[src/rtl/extirq_pkg.sv]
package extirq_pkg;

   typedef enum logic [2:0] {
      SENSE_OFF  = 3'd0,
      SENSE_RISE = 3'd1,
      SENSE_FALL = 3'd2,
      SENSE_BOTH = 3'd3,
      SENSE_HIGH = 3'd4,
      SENSE_LOW  = 3'd5
   } sense_e;

   typedef struct packed {
      logic       filt;
      logic [2:0] sense;
   } chan_cfg_t;

   localparam int CFG_FIELD_W = $bits(chan_cfg_t);

endpackage

[src/rtl/extirq_sync.sv]
module extirq_sync #(
   parameter int WIDTH  = 17,
   parameter int STAGES = 2
) (
   input  logic             clk,
   input  logic             rst_n,
   input  logic [WIDTH-1:0] async_i,
   output logic [WIDTH-1:0] sync_o
);

   if (STAGES < 2) begin : g_bad_stages
      $error("extirq_sync: STAGES must be at least 2");
   end

   logic [STAGES-1:0][WIDTH-1:0] chain_q;

   always_ff @(posedge clk or negedge rst_n) begin
      if (!rst_n) begin
         chain_q <= '0;
      end else begin
         chain_q[0] <= async_i;
         for (int s = 1; s < STAGES; s++) begin
            chain_q[s] <= chain_q[s-1];
         end
      end
   end

   assign sync_o = chain_q[STAGES-1];

endmodule

[src/rtl/extirq_chan.sv]
module extirq_chan
   import extirq_pkg::*;
#(
   parameter int FILT_TAPS = 3
) (
   input  logic      clk,
   input  logic      rst_n,
   input  logic      din,
   input  chan_cfg_t cfg,
   output logic      hit
);

   localparam int CNT_W = $clog2(FILT_TAPS + 1);

   logic level;
   logic prev_q;
   logic rise;
   logic fall;

   if (FILT_TAPS == 1) begin : g_no_filter
      logic unused_filt;
      assign unused_filt = cfg.filt;
      assign level = din;
   end else begin : g_majority
      if (FILT_TAPS % 2 == 0) begin : g_bad_taps
         $error("extirq_chan: FILT_TAPS must be odd");
      end

      logic [FILT_TAPS-2:0] hist_q;
      logic [CNT_W-1:0]     votes;
      logic                 voted;

      always_ff @(posedge clk or negedge rst_n) begin
         if (!rst_n) begin
            hist_q <= '0;
         end else begin
            hist_q[0] <= din;
            for (int t = 1; t < FILT_TAPS - 1; t++) begin
               hist_q[t] <= hist_q[t-1];
            end
         end
      end

      always_comb begin
         votes = CNT_W'(din);
         for (int t = 0; t < FILT_TAPS - 1; t++) begin
            votes = votes + CNT_W'(hist_q[t]);
         end
      end

      assign voted = (votes > CNT_W'(FILT_TAPS / 2));
      assign level = cfg.filt ? voted : din;
   end

   always_ff @(posedge clk or negedge rst_n) begin
      if (!rst_n) prev_q <= 1'b0;
      else        prev_q <= level;
   end

   assign rise = level & ~prev_q;
   assign fall = ~level & prev_q;

   always_comb begin
      case (sense_e'(cfg.sense))
         SENSE_RISE: hit = rise;
         SENSE_FALL: hit = fall;
         SENSE_BOTH: hit = rise | fall;
         SENSE_HIGH: hit = level;
         SENSE_LOW:  hit = ~level;
         default:    hit = 1'b0;
      endcase
   end

endmodule

[src/rtl/extirq_detect.sv]
module extirq_detect
   import extirq_pkg::*;
#(
   parameter int NUM_CH      = 16,
   parameter int CH_PER_WORD = 8,
   parameter int DATA_W      = 32,
   parameter int ADDR_W      = 3,
   parameter int SYNC_STAGES = 2,
   parameter int FILT_TAPS   = 3
) (
   input  logic              clk,
   input  logic              rst_n,
   input  logic [NUM_CH-1:0] pin_i,
   input  logic              nmi_pin_i,
   input  logic              bus_we,
   input  logic [ADDR_W-1:0] bus_addr,
   input  logic [DATA_W-1:0] bus_wdata,
   output logic [DATA_W-1:0] bus_rdata,
   output logic              irq_o,
   output logic              nmi_o
);

   localparam int FIELD_W   = CFG_FIELD_W;
   localparam int NUM_WORDS = NUM_CH / CH_PER_WORD;
   localparam int A_EN_SET  = NUM_WORDS;
   localparam int A_EN_CLR  = NUM_WORDS + 1;
   localparam int A_FLAG    = NUM_WORDS + 2;
   localparam int A_NMI_CFG = NUM_WORDS + 3;
   localparam int A_NMI_FLG = NUM_WORDS + 4;
   localparam int N_IN      = NUM_CH + 1;

   if (NUM_CH % CH_PER_WORD != 0) begin : g_bad_pack
      $error("extirq_detect: NUM_CH must be a multiple of CH_PER_WORD");
   end
   if (CH_PER_WORD * FIELD_W > DATA_W) begin : g_bad_word
      $error("extirq_detect: configuration word wider than DATA_W");
   end
   if (NUM_CH > DATA_W) begin : g_bad_width
      $error("extirq_detect: NUM_CH exceeds DATA_W");
   end
   if (A_NMI_FLG >= (1 << ADDR_W)) begin : g_bad_addr
      $error("extirq_detect: ADDR_W too small for register map");
   end

   chan_cfg_t [NUM_CH-1:0] cfg_q;
   chan_cfg_t              nmi_cfg_q;
   logic [NUM_CH-1:0]      en_q;
   logic [NUM_CH-1:0]      flag_q;
   logic                   nmi_flag_q;
   logic [N_IN-1:0]        synced;
   logic [N_IN-1:0]        hit;

   logic                   wr_en_set;
   logic                   wr_en_clr;
   logic                   wr_flag;
   logic                   wr_nmi_cfg;
   logic                   wr_nmi_flg;
   logic [NUM_CH-1:0]      wmask;

   assign wr_en_set  = bus_we && (bus_addr == ADDR_W'(A_EN_SET));
   assign wr_en_clr  = bus_we && (bus_addr == ADDR_W'(A_EN_CLR));
   assign wr_flag    = bus_we && (bus_addr == ADDR_W'(A_FLAG));
   assign wr_nmi_cfg = bus_we && (bus_addr == ADDR_W'(A_NMI_CFG));
   assign wr_nmi_flg = bus_we && (bus_addr == ADDR_W'(A_NMI_FLG));
   assign wmask      = bus_wdata[NUM_CH-1:0];

   extirq_sync #(
      .WIDTH  (N_IN),
      .STAGES (SYNC_STAGES)
   ) i_sync (
      .clk     (clk),
      .rst_n   (rst_n),
      .async_i ({nmi_pin_i, pin_i}),
      .sync_o  (synced)
   );

   for (genvar c = 0; c < N_IN; c++) begin : g_chan
      chan_cfg_t this_cfg;
      if (c < NUM_CH) begin : g_ext
         assign this_cfg = cfg_q[c];
      end else begin : g_nmi
         assign this_cfg = nmi_cfg_q;
      end

      extirq_chan #(
         .FILT_TAPS (FILT_TAPS)
      ) i_chan (
         .clk   (clk),
         .rst_n (rst_n),
         .din   (synced[c]),
         .cfg   (this_cfg),
         .hit   (hit[c])
      );
   end

   always_ff @(posedge clk or negedge rst_n) begin
      if (!rst_n) begin
         cfg_q <= '0;
      end else begin
         for (int c = 0; c < NUM_CH; c++) begin
            if (bus_we && (bus_addr == ADDR_W'(c / CH_PER_WORD))) begin
               cfg_q[c] <= bus_wdata[(c % CH_PER_WORD)*FIELD_W +: FIELD_W];
            end
         end
      end
   end

   always_ff @(posedge clk or negedge rst_n) begin
      if (!rst_n) begin
         nmi_cfg_q <= '0;
      end else if (wr_nmi_cfg) begin
         nmi_cfg_q <= bus_wdata[FIELD_W-1:0];
      end
   end

   always_ff @(posedge clk or negedge rst_n) begin
      if (!rst_n) begin
         en_q <= '0;
      end else if (wr_en_set) begin
         en_q <= en_q | wmask;
      end else if (wr_en_clr) begin
         en_q <= en_q & ~wmask;
      end
   end

   always_ff @(posedge clk or negedge rst_n) begin
      if (!rst_n) begin
         flag_q     <= '0;
         nmi_flag_q <= 1'b0;
      end else begin
         flag_q     <= (flag_q & ~(wr_flag ? wmask : '0)) | hit[NUM_CH-1:0];
         nmi_flag_q <= (nmi_flag_q & ~(wr_nmi_flg & bus_wdata[0])) | hit[NUM_CH];
      end
   end

   always_comb begin
      bus_rdata = '0;
      for (int c = 0; c < NUM_CH; c++) begin
         if (bus_addr == ADDR_W'(c / CH_PER_WORD)) begin
            bus_rdata[(c % CH_PER_WORD)*FIELD_W +: FIELD_W] = cfg_q[c];
         end
      end
      if (bus_addr == ADDR_W'(A_EN_SET) || bus_addr == ADDR_W'(A_EN_CLR)) begin
         bus_rdata[NUM_CH-1:0] = en_q;
      end
      if (bus_addr == ADDR_W'(A_FLAG)) begin
         bus_rdata[NUM_CH-1:0] = flag_q;
      end
      if (bus_addr == ADDR_W'(A_NMI_CFG)) begin
         bus_rdata[FIELD_W-1:0] = nmi_cfg_q;
      end
      if (bus_addr == ADDR_W'(A_NMI_FLG)) begin
         bus_rdata[0] = nmi_flag_q;
      end
   end

   assign irq_o = |(flag_q & en_q);
   assign nmi_o = nmi_flag_q;

endmodule

[config.mk]
export PLATFORM = sky130hd
export DESIGN_NAME = extirq_detect
export DESIGN_NICKNAME = d
export VERILOG_FILES = /design/src/rtl/extirq_pkg.sv /design/src/rtl/extirq_sync.sv /design/src/rtl/extirq_chan.sv /design/src/rtl/extirq_detect.sv
export SDC_FILE = /design/constraint.sdc
export NUM_CORES = 1
export LEC_CHECK = 0
export ABC_AREA = 1
export CORE_MARGIN = 8
export CORE_UTILIZATION = 57
export DETAILED_ROUTE_END_ITERATION = 12
export PLACE_DENSITY_LB_ADDON = 0.3
export SLEW_MARGIN = 10
export SYNTH_ARGS = -nofsm -noshare
export SYNTH_HDL_FRONTEND = slang
export SYNTH_SLANG_ARGS = --single-unit
[constraint.sdc]
create_clock -name clk -period 2.24 [get_ports clk]
set_input_delay 0.56 -clock clk [delete_from_list [all_inputs] [get_ports clk]]
set_output_delay 0.56 -clock clk [all_outputs]
set_load 0.05 [all_outputs]
# Word level (Yosys, flattened, before mapping)
# Cells that the tools add are included.
[totals] out_inout_bits=34 ff_bits=186 wordCells=379 input_bits=55
[classes] order_cmp=17 bitwise_logic=96 n_addsub=34 eq_ne=91 mux=57 n_reduce_logical=11
[ops] operator="3-bit == test, second input constant" count=37
[ops] operator="3-bit by 2-bit == test with 1-bit output, second input constant" count=36
[ops] operator="1-bit case mux with 5 select lines" count=17
[ops] operator="16-bit two-way mux" count=5
[ops] operator="4-bit two-way mux" count=17
[ops] operator="3-bit by 1-bit == test with 1-bit output, second input constant" count=18
[ops] operator="16-bit bitwise AND" count=3
[ops] operator="1-bit bitwise AND" count=36
[ops] operator="1-bit inverter" count=35
[ops] operator="1-bit by 1-bit adder with 2-bit output" count=17
[ops] operator="2-bit by 1-bit adder with 2-bit output" count=17
[ops] operator="2-bit by 1-bit greater-than comparator with 1-bit output, second input constant" count=17
[ops] operator="16-bit inverter" count=2
[ops] operator="16-bit OR" count=2
[ops] operator="1-bit two-way mux" count=18
[ops] operator="1-bit OR" count=18
[ops] operator="16-bit OR reduction" count=1
[ops] operator="1-bit logical AND" count=7
[ops] operator="3-bit zero test" count=1
[ops] operator="2-bit nonzero test" count=1
[ops] operator="1-bit logical OR" count=1

# Depth between registers and ports, before layout
[depth] ltp_word=9 ltp_mapped=11 depth_no_buf=11

# Modules after synthesis
# From an unflattened synthesis, not the netlist that was laid out.
[unflattened] cells_unflattened=1053 hier_area_um2=8938.6
[modules_own_cells] module="extirq_detect" seq_area_each_um2=2527.4 area_each_um2=4493.1 cells_each=543 n_inst=1
[modules_own_cells] module="extirq_chan" seq_area_each_um2=75.1 area_each_um2=203.9 cells_each=27 n_inst=17
[modules_own_cells] module="extirq_sync" seq_area_each_um2=850.8 area_each_um2=978.4 cells_each=51 n_inst=1

# Least setup slack after synthesis
# OpenSTA, ideal clock, no wires.
[synth_timing] path_type="input port to output port" from="in bus_addr[0]" to="out bus_rdata[13]" cell_stages=4 t_required_ns=1.680 path_buffers=1 path_slack_ns=-0.175 arrival_ns=1.855 cell_sequence="nor2_1 -> nand2_2 -> clkbuf_1 -> o2111ai_1"
[synth_between] elab_chain_cells=5 elab_cells_between_ends=10 classes_between="eq/ne (4); mux (4); reduce/logical (2)"
[synth_rtl] item="start: declaration" line_no="extirq_detect.sv:16" text="input logic [ADDR_W-1:0] bus_addr,"
[synth_rtl] item="3-bit zero test" line_no="extirq_detect.sv:139" text="if (bus_addr == ADDR_W'(c / CH_PER_WORD)) begin"
[synth_rtl] item="4-bit two-way mux (2 in series)" line_no="extirq_detect.sv:139"
[synth_rtl] item="16-bit two-way mux" line_no="extirq_detect.sv:143" text="if (bus_addr == ADDR_W'(A_EN_SET) || bus_addr == ADDR_W'(A_EN_CLR)) begin"
[synth_rtl] item="16-bit two-way mux *" line_no="extirq_detect.sv:146" text="if (bus_addr == ADDR_W'(A_FLAG)) begin"
[synth_rtl] item="end: declaration" line_no="extirq_detect.sv:18" text="output logic [DATA_W-1:0] bus_rdata,"
# Every way passes the cells marked *; elsewhere a longest branch is shown, timed or not.

# Final worst setup path
[layout_timing] from="in bus_addr[0]" to="out bus_rdata[4]"
# Same word-level chain as after synthesis.

==> flow_metrics.env <==
export IMPL_outcome="finished clean"
export IMPL_clk_insertion_delay_late_ns=0.44
export IMPL_die_area_um2=19430
export IMPL_vias_per_cell=5.555
export IMPL_htree_levels=4
export IMPL_crit_type="input pin to output port"
export IMPL_tightestPinTransition_ns=0.5008
export IMPL_r2r_end="flag_q[3]"
export IMPL_grt_antenna_before_repair=0
export IMPL_synth_area_mux_share=0
export IMPL_rsz0062_at_grt="yes"
export IMPL_grt_max_degree=71
export IMPL_syn_to_final_growth_pct=29.34
export IMPL_routed_wirelength_um=22400
export IMPL_final_cell_mix="nand2_1 (252), dfrtp_1 (186), inv_1 (173), nand3_1 (87), o21ai_0 (79)"
export IMPL_ys_seq_elements=186
export IMPL_yosysSeqAreaShare=0.5364
export IMPL_core_um2=15030
export IMPL_min_path_type="input pin to async pin"
export IMPL_worstPathMaxFanout=6
export IMPL_synthCells=1019
export IMPL_p_leak_nw=5.621
export IMPL_synthXorXnorAreaFrac=0
export IMPL_cts_sinks=186
export IMPL_min_period_ns=2.223
export IMPL_synth_nets=1108
export IMPL_hold_buffers=0
export IMPL_drive_gt1_frac=0.1307
export IMPL_post_place_cells=1304
export IMPL_fmax_ghz=0.4499
export IMPL_cts_root_buf="clkbuf_16"
export IMPL_r2r_start="i_sync.sync_o[3]"
export IMPL_worstSetupStartpointType="input pin"
export IMPL_synth_fa_ha_area_frac=0.04903
export IMPL_grt_pass1_vias=7561
export IMPL_grt_overflow=0
export IMPL_clk_pin_slew_ns=0.07
export IMPL_nNetsFinal=1231
export IMPL_initial_utilization=0.5772
export IMPL_drv_cap=0
export IMPL_vias=7461
export IMPL_numPortBuffers=88
export IMPL_worst_r2r_cell_count=11
export IMPL_drc_errors=0
export IMPL_hpwl_um=15260
export IMPL_avgSynthCellArea_um2=8.515
export IMPL_finalCritPeriodShare=0.9923
export IMPL_grt_total_usage=0.2385
export IMPL_fill_cells=1055
export IMPL_crit_arrival_ns=1.66
export IMPL_synth_top_family_by_area="simple AND/OR/NAND/NOR gates"
export IMPL_layout_cells_most_common="nand2_1"
export IMPL_synth_compound_area_share=0.08882
export IMPL_num_rows=45
export IMPL_yosysTopAreaCell="dfrtp_1"
export IMPL_io_pins=89
export IMPL_cts_buffers=17
export IMPL_grt_pass1_wl_um=36910
export IMPL_die_width_um=139.4
export IMPL_critPathRequiredTime_ns=1.68
export IMPL_syn_area_um2=8677
export IMPL_firstDrtPassIters=5
export IMPL_ff2ff_setup_slack_ns=0.44
export IMPL_cts_tree="yes"
export IMPL_die_y_um=139.4
export IMPL_skew_ns=0.007784
export IMPL_diodes=0
export IMPL_yosys_area_share_simple=0.2348
export IMPL_p_per_area_nw_per_um2=852.4
export IMPL_synth_area_top_cells="dfrtp_1 (54%), nand2_1 (11%), inv_1 (7.5%)"
export IMPL_drv_slew=0
export IMPL_yosysTopAreaCellShare=0.5364
export IMPL_yosysWarnings=0
export IMPL_yosysUniqueCellTypes=23
export IMPL_finalNonFillerCells=1343
export IMPL_clk_path_buf_depth=2
export IMPL_drt_iter0_markers=667
export IMPL_vdd_drop_max_mv=0.6006
export IMPL_setup_violations=0
export IMPL_drt_antenna_violating_nets=0
export IMPL_place_congestion=0.9186
export IMPL_wl_per_cell_um=16.68
export IMPL_maxSlewHeadroom=0.6651
export IMPL_end_kind="output port"
export IMPL_hold_viol=0
export IMPL_power_mw=9.567
==> per-layer routing <==
layer	wire length, um	global-route usage
met5	0	0
met4	637	0.09821
met3	1708	0.06019
met2	10850	0.3938
met1	9204	0.2940
==> stage by stage <==
step                setup TNS (ns)  instance area [um^2]    util  hold slack [ns]  setup WS [ns]
floorplan                   -1.273                  8677       -           0.2644        -0.1747
global placement            -14.82                 10390  0.6912           0.3315        -0.4547
detailed placement          -16.97                 10390  0.6912           0.3347        -0.5010
CTS                              0                 11210  0.7458          0.02815        0.01403
global route              -0.05090                 11220  0.7466          0.04633       -0.03208
finish                           0                 11220  0.7466          0.02692        0.01723
==> power breakdown <==
part	internal (mW)	total, mW	switching (mW)
combinational	0.957	2.24	1.28
clock	1.70	2.98	1.28
sequential	3.83	4.35	0.518
==> worst max-delay path by stage <==
stage	start	endpoint	cells after the start
2_1_floorplan	bus_addr[0]	bus_rdata[13]	4
3_3_place_gp	bus_addr[2]	bus_rdata[3]	7
3_5_place_dp	bus_addr[2]	bus_rdata[3]	7
4_1_cts	bus_addr[1]	bus_rdata[24]	8
5_1_grt	bus_addr[0]	bus_rdata[4]	8
6_report	bus_addr[0]	bus_rdata[4]	8
==> critical path, cell delays in order <==
cell	delay (ns)
buf_2	0.13
buf_4	0.16
nor2_4	0.17
buf_6	0.15
buf_16	0.12
nand2_1	0.07
nand4_1	0.15
buf_12	0.16
==> flip-flops by register name (all words and copies together) (netlist names), named ones only <==
signal,cells
cfg_q,64
i_sync.sync_o,17
nmi_o,1
g_chan.i_chan.prev_q,17
flag_q,16
g_chan.i_chan.g_majority.hist_q,34
i_sync.chain_q,17
g_chan.this_cfg,4
==> kinds of logic after synthesis <==
kind of cell    after synthesis
compound gates              141
buf+inv                     202
simple gates                456
fa+ha+maj                    34
flops                       186
==> synth_stat cells <==
| cell type | instances |
|---|---|
| buf_6 | 1 |
| o21ai_1 | 38 |
| inv_1 | 174 |
| nor3_1 | 17 |
| o22ai_1 | 8 |
| nor2_2 | 2 |
| buf_2 | 19 |
| nand4_1 | 48 |
| a21oi_1 | 1 |
| nand2_4 | 2 |
| dfrtp_1 | 186 |
| o21a_1 | 1 |
| or2_2 | 17 |
| nand2_2 | 4 |
| o2111ai_1 | 6 |
| a22o_1 | 8 |
| nand2_1 | 253 |
| inv_2 | 4 |
| ha_1 | 34 |
| nor2_1 | 24 |
| o21ai_0 | 79 |
| nand3_1 | 89 |
| clkbuf_1 | 4 |
==> what timing repair did <==
item | CTS | global route
setup buffers | 4 | 0
setup endpoints to repair | 32 | 20
cloned | 4 | 0
pin swaps | 7 | 3
gates resized for setup | 40 | 11
==> layout make-up <==
type                    instances  area (um^2)  share of cell area
multi-input cells             632         3374              0.3007
inverters                     178        680.7             0.06065
clock inverters                11        117.6             0.01048
flip-flops and latches        186         4654              0.4147
clock buffers                  21        460.4             0.04103
repair buffers                127         1700              0.1515
well taps                     188        235.2             0.02096
(Power assumes the default switching activity.)
